==> config.mk <==
export PLATFORM = sky130hd
export DESIGN_NAME = cmdq_ring_ctrl
export DESIGN_NICKNAME = d
export VERILOG_FILES = /design/src/rtl/cmdq_pkg.sv /design/src/rtl/cmdq_regfile.sv /design/src/rtl/cmdq_fetch_seq.sv /design/src/rtl/cmdq_status_gen.sv /design/src/rtl/cmdq_ring_ctrl.sv
export SDC_FILE = /design/constraint.sdc
export NUM_CORES = 1
export LEC_CHECK = 0
export BUFFER_PORTS_ARGS = -buffer_cell sky130_fd_sc_hd__clkbuf_2
export CAP_MARGIN = 20
export CELL_PAD_IN_SITES_DETAIL_PLACEMENT = 2
export CELL_PAD_IN_SITES_GLOBAL_PLACEMENT = 2
export CORE_UTILIZATION = 25
export DETAILED_ROUTE_END_ITERATION = 8
export PLACE_DENSITY_LB_ADDON = 0.1
export SETUP_SLACK_MARGIN = 0.05
export SYNTH_ARGS = -nofsm -noshare
export SYNTH_HDL_FRONTEND = slang
export SYNTH_HIERARCHICAL = 1
export SYNTH_SLANG_ARGS = --single-unit
==> constraint.sdc <==
create_clock -name clk -period 10.02 [get_ports clk]
set_input_delay 2.004 -clock clk [delete_from_list [all_inputs] [get_ports clk]]
set_output_delay 2.004 -clock clk [all_outputs]
set_load 0.01 [all_outputs]
==> src/rtl/cmdq_pkg.sv <==
// Shared register addresses and field layouts for the command queue
// ring pointer controller.
package cmdq_pkg;

    localparam int REG_AW = 3;

    typedef enum logic [REG_AW-1:0] {
        RA_BASE_LO = 3'd0,
        RA_BASE_HI = 3'd1,
        RA_SIZE    = 3'd2,
        RA_HEAD    = 3'd3,
        RA_TAIL    = 3'd4,
        RA_CTRL    = 3'd5,
        RA_STATUS  = 3'd6,
        RA_BELL    = 3'd7
    } reg_addr_e;

    typedef struct packed {
        logic abort;
        logic pause;
        logic enable;
    } ctrl_t;

    typedef struct packed {
        logic [7:0] pending;
        logic [3:0] rsvd;
        logic       error;
        logic       full;
        logic       empty;
        logic       active;
    } status_t;

endpackage

==> src/rtl/cmdq_regfile.sv <==
// Register file of the ring controller. It holds base, size, tail and
// control, checks that the size is legal, derives the index mask, and
// serves combinational reads. Assumes one register access per cycle and
// a size field no wider than IDX_W bits.
module cmdq_regfile
    import cmdq_pkg::*;
#(
    parameter int          IDX_W           = 16,
    parameter int unsigned MAX_ENTRIES     = 4096,
    parameter int          BASE_ALIGN_BITS = 12
) (
    input  logic                 clk,
    input  logic                 rst_n,
    input  logic [REG_AW-1:0]    reg_addr,
    input  logic                 reg_wr,
    input  logic [31:0]          reg_wdata,
    output logic [31:0]          reg_rdata,
    input  logic [IDX_W-1:0]     head_i,
    input  status_t              status_i,
    output logic [63:0]          base_o,
    output logic [IDX_W-1:0]     tail_o,
    output logic [IDX_W-1:0]     mask_o,
    output logic                 size_err_o,
    output ctrl_t                ctrl_o,
    output logic                 bell_o,
    output logic                 size_wr_o
);

    localparam int LO_KEEP = 32 - BASE_ALIGN_BITS;

    logic [LO_KEEP-1:0] base_lo_q;
    logic [31:0]        base_hi_q;
    logic [IDX_W-1:0]   size_q;
    logic [IDX_W-1:0]   tail_q;
    logic               en_q;
    logic               pause_q;
    logic               abort_q;
    reg_addr_e          addr_e;
    logic               size_ok;

    assign addr_e = reg_addr_e'(reg_addr);

    // Size legality: nonzero, single bit set, within the entry limit.
    always_comb begin
        size_ok = (size_q != '0) && ((size_q & (size_q - 1'b1)) == '0)
                  && (32'(size_q) <= MAX_ENTRIES);
        mask_o     = size_ok ? (size_q - 1'b1) : '1;
        size_err_o = !size_ok;
    end

    // Write-side strobes seen by the pointer sequencer.
    always_comb begin
        bell_o    = reg_wr && (addr_e == RA_BELL);
        size_wr_o = reg_wr && (addr_e == RA_SIZE);
    end

    // Register storage and the one-cycle abort pulse.
    always_ff @(posedge clk) begin
        if (!rst_n) begin
            base_lo_q <= '0;
            base_hi_q <= '0;
            size_q    <= '0;
            tail_q    <= '0;
            en_q      <= 1'b0;
            pause_q   <= 1'b0;
            abort_q   <= 1'b0;
        end else begin
            abort_q <= 1'b0;
            if (reg_wr) begin
                case (addr_e)
                    RA_BASE_LO: base_lo_q <= reg_wdata[31:BASE_ALIGN_BITS];
                    RA_BASE_HI: base_hi_q <= reg_wdata;
                    RA_SIZE: begin
                        size_q <= reg_wdata[IDX_W-1:0];
                        tail_q <= '0;
                    end
                    RA_TAIL:    tail_q <= reg_wdata[IDX_W-1:0] & mask_o;
                    RA_CTRL: begin
                        en_q    <= reg_wdata[0];
                        pause_q <= reg_wdata[1];
                        abort_q <= reg_wdata[2];
                    end
                    default: ;
                endcase
            end
        end
    end

    assign base_o = {base_hi_q, base_lo_q, {BASE_ALIGN_BITS{1'b0}}};
    assign tail_o = tail_q;
    assign ctrl_o = '{abort: abort_q, pause: pause_q, enable: en_q};

    // Read multiplexer; write-only and reserved fields return zero.
    always_comb begin
        case (addr_e)
            RA_BASE_LO: reg_rdata = {base_lo_q, {BASE_ALIGN_BITS{1'b0}}};
            RA_BASE_HI: reg_rdata = base_hi_q;
            RA_SIZE:    reg_rdata = 32'(size_q);
            RA_HEAD:    reg_rdata = 32'(head_i);
            RA_TAIL:    reg_rdata = 32'(tail_q);
            RA_CTRL:    reg_rdata = {29'd0, abort_q, pause_q, en_q};
            RA_STATUS:  reg_rdata = {16'd0, status_i};
            default:    reg_rdata = '0;
        endcase
    end

endmodule

==> src/rtl/cmdq_fetch_seq.sv <==
// Head pointer and fetch sequencer. After a doorbell it raises one
// request per pending entry, holds it until acknowledged, then moves
// the head. Assumes the fetch engine keeps fetch_ack low when no
// request is open.
module cmdq_fetch_seq
    import cmdq_pkg::*;
#(
    parameter int IDX_W       = 16,
    parameter int ENTRY_BYTES = 64
) (
    input  logic              clk,
    input  logic              rst_n,
    input  logic [63:0]       base_i,
    input  logic [IDX_W-1:0]  tail_i,
    input  logic [IDX_W-1:0]  mask_i,
    input  logic              size_err_i,
    input  ctrl_t             ctrl_i,
    input  logic              bell_i,
    input  logic              size_wr_i,
    input  logic              fetch_ack,
    output logic [IDX_W-1:0]  head_o,
    output logic              fetch_req,
    output logic [63:0]       fetch_addr
);

    localparam int ENTRY_SHIFT = $clog2(ENTRY_BYTES);

    logic [IDX_W-1:0] head_q;
    logic             req_q;
    logic             bell_q;
    logic             can_issue;

    // A new request needs permission, a doorbell and pending work.
    always_comb begin
        can_issue = ctrl_i.enable && !ctrl_i.pause && !ctrl_i.abort
                    && !size_err_i && bell_q && (head_q != tail_i) && !req_q;
    end

    // Head, request and doorbell state.
    always_ff @(posedge clk) begin
        if (!rst_n) begin
            head_q <= '0;
            req_q  <= 1'b0;
            bell_q <= 1'b0;
        end else if (size_wr_i) begin
            head_q <= '0;
            req_q  <= 1'b0;
            bell_q <= 1'b0;
        end else if (ctrl_i.abort) begin
            head_q <= tail_i;
            req_q  <= 1'b0;
            bell_q <= 1'b0;
        end else begin
            if (req_q && fetch_ack) begin
                head_q <= (head_q + 1'b1) & mask_i;
                req_q  <= 1'b0;
            end else if (can_issue) begin
                req_q <= 1'b1;
            end
            if (bell_i) begin
                bell_q <= 1'b1;
            end else if (!req_q && (head_q == tail_i)) begin
                bell_q <= 1'b0;
            end
        end
    end

    assign head_o     = head_q;
    assign fetch_req  = req_q;
    assign fetch_addr = base_i + ({{(64-IDX_W){1'b0}}, head_q} << ENTRY_SHIFT);

endmodule

==> src/rtl/cmdq_status_gen.sv <==
// Status word builder: empty, full, saturating pending count, active
// and error flags. Purely combinational; assumes head and tail already
// lie within the mask.
module cmdq_status_gen
    import cmdq_pkg::*;
#(
    parameter int IDX_W  = 16,
    parameter int PEND_W = 8
) (
    input  logic [IDX_W-1:0] head_i,
    input  logic [IDX_W-1:0] tail_i,
    input  logic [IDX_W-1:0] mask_i,
    input  logic             size_err_i,
    input  ctrl_t            ctrl_i,
    output status_t          status_o
);

    localparam logic [IDX_W-1:0] PEND_MAX = IDX_W'((1 << PEND_W) - 1);

    logic [IDX_W-1:0] diff;

    // Flag and counter derivation.
    always_comb begin
        diff                = (tail_i - head_i) & mask_i;
        status_o.rsvd       = '0;
        status_o.error      = size_err_i;
        status_o.empty      = (head_i == tail_i);
        status_o.full       = (((tail_i + 1'b1) & mask_i) == head_i);
        status_o.active     = ctrl_i.enable && !ctrl_i.pause && !size_err_i;
        status_o.pending    = (diff > PEND_MAX) ? PEND_MAX[7:0] : diff[7:0];
    end

endmodule

==> src/rtl/cmdq_ring_ctrl.sv <==
// Top of the command queue ring pointer controller. It ties together the
// register file, the fetch sequencer and the status builder. The
// register port is synchronous for writes and combinational for reads.
module cmdq_ring_ctrl
    import cmdq_pkg::*;
#(
    parameter int          IDX_W           = 16,
    parameter int unsigned MAX_ENTRIES     = 4096,
    parameter int          ENTRY_BYTES     = 64,
    parameter int          BASE_ALIGN_BITS = 12
) (
    input  logic              clk,
    input  logic              rst_n,
    input  logic [2:0]        reg_addr,
    input  logic              reg_wr,
    input  logic [31:0]       reg_wdata,
    output logic [31:0]       reg_rdata,
    input  logic              fetch_ack,
    output logic              fetch_req,
    output logic [63:0]       fetch_addr
);

    logic [63:0]      base_w;
    logic [IDX_W-1:0] head_w;
    logic [IDX_W-1:0] tail_w;
    logic [IDX_W-1:0] mask_w;
    logic             size_err_w;
    logic             bell_w;
    logic             size_wr_w;
    ctrl_t            ctrl_w;
    status_t          status_w;
    logic             abort_w;
    logic             pause_w;
    logic             enable_w;

    assign abort_w  = ctrl_w.abort;
    assign pause_w  = ctrl_w.pause;
    assign enable_w = ctrl_w.enable;

    cmdq_regfile #(
        .IDX_W(IDX_W), .MAX_ENTRIES(MAX_ENTRIES), .BASE_ALIGN_BITS(BASE_ALIGN_BITS)
    ) u_regs (
        .clk(clk), .rst_n(rst_n), .reg_addr(reg_addr), .reg_wr(reg_wr),
        .reg_wdata(reg_wdata), .reg_rdata(reg_rdata), .head_i(head_w),
        .status_i(status_w), .base_o(base_w), .tail_o(tail_w), .mask_o(mask_w),
        .size_err_o(size_err_w), .ctrl_o(ctrl_w), .bell_o(bell_w),
        .size_wr_o(size_wr_w)
    );

    cmdq_fetch_seq #(.IDX_W(IDX_W), .ENTRY_BYTES(ENTRY_BYTES)) u_seq (
        .clk(clk), .rst_n(rst_n), .base_i(base_w), .tail_i(tail_w),
        .mask_i(mask_w), .size_err_i(size_err_w), .ctrl_i(ctrl_w),
        .bell_i(bell_w), .size_wr_i(size_wr_w), .fetch_ack(fetch_ack),
        .head_o(head_w), .fetch_req(fetch_req), .fetch_addr(fetch_addr)
    );

    cmdq_status_gen #(.IDX_W(IDX_W), .PEND_W(8)) u_stat (
        .head_i(head_w), .tail_i(tail_w), .mask_i(mask_w),
        .size_err_i(size_err_w), .ctrl_i(ctrl_w), .status_o(status_w)
    );

endmodule

Word level (Yosys, flattened, before mapping)
Index checks and enable logic that the tools add are counted.
- flip-flop bits (word level): 105
- latch bits: 0
- RAM bits: 0
- memory bits (read-only): 0
- input bits: 39
- output and inout bits: 97
- memories: 0
- add/subtract/negate cells: 5
- multiply operators: 0
- div/mod/pow operators: 0
- magnitude comparators: 2
- eq/ne operators: 10
- shifts and indexed selects: 0
- multiplexer cells: 8
- bitwise logic cells: 6
- reduce and logical (&&, ||, !) cells: 32
- operator list (kind ; count):
    $pmux 32 s7 ; 1
    $and 16x16->16 ; 5
    $add 64x22->64 ; 1
    $mux 16 ; 3
    $add 16x1->16 const B ; 2
    $eq 16x16->1 ; 2
    $pmux 16 s2 ; 1
    $gt 16x8->1 const B ; 1
    $le 16x13->1 const B ; 1
    $logic_not 16->1 ; 1
    $ne 16x16->1 ; 1
    $reduce_bool 16->1 ; 1
    $sub 16x1->16 const B ; 1
    $sub 16x16->16 ; 1
    $logic_and 1x1->1 ; 13
    $eq 3x3->1 const B ; 4
    $reduce_and 2->1 ; 5
    $mux 8 ; 1
    $eq 3x2->1 const B ; 2
    $reduce_bool 2->1 ; 3
    $logic_not 1->1 ; 4
    $reduce_or 4->1 ; 1
    $eq 3x1->1 const B ; 1
    $logic_not 3->1 ; 1
    other kinds (5) ; 6

Logic depth before layout (Yosys ltp)
- depth in word-level cells: 10
- mapped depth: 20
- mapped depth without buffers: 19

By module
The synthesis kept the hierarchy.
- modules (own cells, without submodules) (module ; times used ; cells each ; area an instance (sq um) ; seq. area each (sq um)):
    cmdq_regfile ; 1 ; 590 ; 4694.5 ; 1741.7
    cmdq_fetch_seq ; 1 ; 463 ; 3300.7 ; 360.3
    cmdq_status_gen ; 1 ; 244 ; 1620.3 ; 0.0

Least setup slack after synthesis
No wires, ideal clock.
- path kind: register -> output
- start point: reg u_regs.size_q[2]
- end point: out reg_rdata[8]
- data arrival time: 4.433 ns
- required time: 8.016 ns
- setup slack: 3.583 ns
- cell stages (with the launch flop): 20
- buffers on the path: 1
- cell sequence: dfxtp_1 nor4_4 nand2_1 or3_1 nand2b_1 ha_1 or4_1 nor4b_4 buf_6 nand2_1 nand2b_1 a21oi_1 a221o_1 a221oi_1 nand4b_1 nor4_4 o21ai_2 mux2_2 a22oi_1 o22ai_1
- RTL lines (what ; line ; RTL):
    start, declared ; cmdq_regfile.sv:33 ; logic [IDX_W-1:0] size_q;
    start signal, assigned ; cmdq_regfile.sv:74 ; size_q <= reg_wdata[IDX_W-1:0];
    end, declared ; cmdq_ring_ctrl.sv:17 ; output logic [31:0] reg_rdata,

==> flow_summary.toml <==
[logic_synthesis]
synth_cell_types = 91
ys_seq_area_share_pct = 21.9
synth_area_leaders = "dfxtp_1 (22%), nand2_1 (9.4%), ha_1 (6.5%)"
synth_top_family_by_area = "simple AND/OR/NAND/NOR gates"
synthFlopType = "dfxtp_1"
synthMuxAreaShare_pct = 3.38
syn_area_um2 = 9620
synth_top_area_share_pct = 21.9
syn_inst = 1297
syn_area_per_cell_um2 = 7.41
synth-edff-count = 0
synth_xor_area_share_pct = 9.66
synth-simple-area-share_pct = 27.9
synth_fa_ha_area_share_pct = 6.92
ys_warn_count = 6
synth_area_leader_cell = "dfxtp_1"
ys_async_sr_fraction_pct = 0
synth.ff_latch_count = 105
synth_compound_area_share_pct = 23.2

[placement]
gp_congestion = 0.858
port_buffers = 129
hpwl_mm = 36.0
placed_area_um2 = 10700

[routing]
vias_per_cell = 5.40
first_pass_iters = 7
drt_iter0_drc = 565
via_count = 10300
drc = 0
wire_per_inst_um = 24.8
totalWireLength_mm = 47.1
ant_nets = 0

[layout]
nets = 1477
n_antenna_cell = 0
layout-drive-gt1-share_pct = 15.7
area_growth_pct = 14.2
design_area_um2 = 11000
final_cell_mix = "nand2_1 (241), clkbuf_2 (129), a21oi_1 (110)"
final_common_cell = "nand2_1"

[power]
peakVddDrop_uv = 66.6
intPower_uw = 746
pwr-share-seq_pct = 39.5
p_per_area_nw_per_um2 = 102
p_comb_share_pct = 23.7
p_sw_share_pct = 33.6
clkPwrFrac_pct = 36.8
power.switching_uw = 378
p_leak_uw = 0.00440

[clock_tree]
path_clk_slew_ps = 80
postCtsSetupBuffers = 0
holdBufCountCts = 0
post_cts_resize_count = 0
cts_buffers = 9
cts.sinks = 105
root_buffer = "clkbuf_16"
cts_tree = "yes"
cts_buffer_depth = 2
clk_latency_ps = 370
cts.htree.levels = 3

[worst_setup_path]
worstPathRequired_ps = 8020
cp_cell_sequence = "nor4_4, nand2_1, or3_1, nand2b_1, ha_1, or4_1, nor4b_4, nand2_1, nand2b_1, a21oi_1, a221o_1, a221oi_1, nand4b_1, nor4_4, o21ai_2, mux2_2, a22oi_1, o22ai_1, clkbuf_2"
rrSetupSlack_ps = 5580
crit_buf_inv = 1
path_class = "reg -> out"
startpoint_type = "flop"
worstPathArrival_ps = 6330
slowest_delay_ps = 810
crit_slowest_cell = "nor4b_4"
cp_top_family = "simple AND/OR/NAND/NOR gates"
crit_path_end_kind = "output pin"
crit_fanout = 16

[floorplanning]
dieArea_um2 = 39200
start_util_pct = 25.5
die_h_um = 198
core_area_um2 = 37800
fp.dieW_um = 198
io_pins = 136
rows = 71

[timing]
slew_violations = 0
rsz0062_at_grt = "no"
timing_hold_violations_final = 0
fmax_mhz = 120
tightest_slew_ps = 1150
setup_tns_ps = 0
fin_crit_sh_pct = 83.2
setup_viol = 0
slew_headroom_pct = 23.3
skew_ps = 11.2
timing.final.crit_period_ps = 8330

[run_status]
status = "complete, no violations"

[grt]
grt_pass1_vias = 10800
grt.total_usage_pct = 24.1
grt_max_degree = 87
overflow = 0
grt_antenna_before_repair = 0
grt_pass1_wl_mm = 70.5

[hold_path]
hold_path.class = "reg -> reg"

[flow_run]
maxCapViolCount = 0
==> per-layer routing <==
metal  track usage [%]  wire length (µm)  vias up
met4              4.45               580        0
met2              38.8             21300      147
met1              35.2             24300     5315
met5                 0                 0        -
met3              1.69               882       28
li1                  -                 -     4771
==> final cells by class <==
| cell class | count | area, µm² |
|---|---|---|
| clock buffers | 11 | 243 |
| clock inverters | 4 | 76.3 |
| fillers | 4419 | 26800 |
| inverters | 56 | 210 |
| multi-input cells | 1063 | 6900 |
| flip-flops and latches | 105 | 2100 |
| well taps | 511 | 639 |
| repair buffers | 151 | 811 |
==> sequential cells by signal, summed over array words and instances (netlist names) <==
| register | cells |
|---|---|
| u_regs/abort_q | 1 |
| u_regs/base_hi_q | 32 |
| u_regs/base_lo_q | 20 |
| u_regs/en_q | 1 |
| u_regs/pause_q | 1 |
| u_regs/size_q | 16 |
| u_regs/tail_o | 16 |
| u_seq/bell_q | 1 |
| u_seq/fetch_req | 1 |
| u_seq/head_o | 16 |
==> synth_stat cells, types with 8 or more instances <==
master     instances
nand2_1          241
a21oi_1          110
dfxtp_1          105
xnor2_1           69
nor2_1            66
inv_1             54
ha_1              50
nand3_1           44
clkbuf_1          41
xor2_1            37
nor3_1            35
a22oi_1           29
buf_4             27
a211oi_1          24
nor2b_1           21
nor4_1            20
mux2i_1           19
nand4_1           19
a22o_1            18
o21ai_0           18
a21o_1            17
a21boi_0          16
and3_1            15
nand2b_1          13
o21ai_1           12
buf_2             10
o2111ai_1          9
o22ai_1            9
mux2_2             8
==> final timing paths <==
check,depth (start not counted),to,startpoint
max,19,reg_rdata[9],u_regs/size_q[2]
min,2,u_regs/base_lo_q[0],u_regs/base_lo_q[0]
max reg2reg,14,u_seq/head_o[3],u_regs/size_q[2]
min reg2reg,2,u_regs/base_lo_q[0],u_regs/base_lo_q[0]
==> power groups by stage <==
stage          combinational (µW)  clock, µW  sequential (µW)
2_1_floorplan                 176          0              445
3_3_place_gp                  261          0              453
3_5_place_dp                  263          0              454
4_1_cts                       265        429              444
5_1_grt                       286        440              445
6_report                      266        413              444
==> kinds of logic (layout without fill, tap and decap cells) <==
group,Yosys count,count (layout)
flip-flops,105,105
multiplexers,29,29
adder cells (fa/ha/maj),52,52
buffers and inverters,143,222
XOR/XNOR,106,106
AND/OR/NAND/NOR,537,537
AO/OA/AOI/OAI,323,323
other,2,16
==> worst reg2reg max path: cells and delay by family, from the launching register on <==
family / cells / cell delay, ps
AO/OA/AOI/OAI: 3 / 500
buffers and inverters: 1 / 410
flip-flops: 1 / 390
adder cells (fa/ha/maj): 1 / 180
AND/OR/NAND/NOR: 9 / 2850
==> per-stage QoR <==
step	setup slack [ps]	hold WS [ps]	util [%]	cells	power [µW]
2_1_floorplan	3580	449	-	1311	621
3_3_place_gp	2320	471	28.2	1885	714
3_5_place_dp	2150	481	28.2	1885	717
4_1_cts	1740	495	29.1	1900	1140
5_1_grt	1270	515	29.1	1901	1170
6_report	1690	489	29.1	1901	1120
No activity file was read; power rests on OpenSTA's default activity.
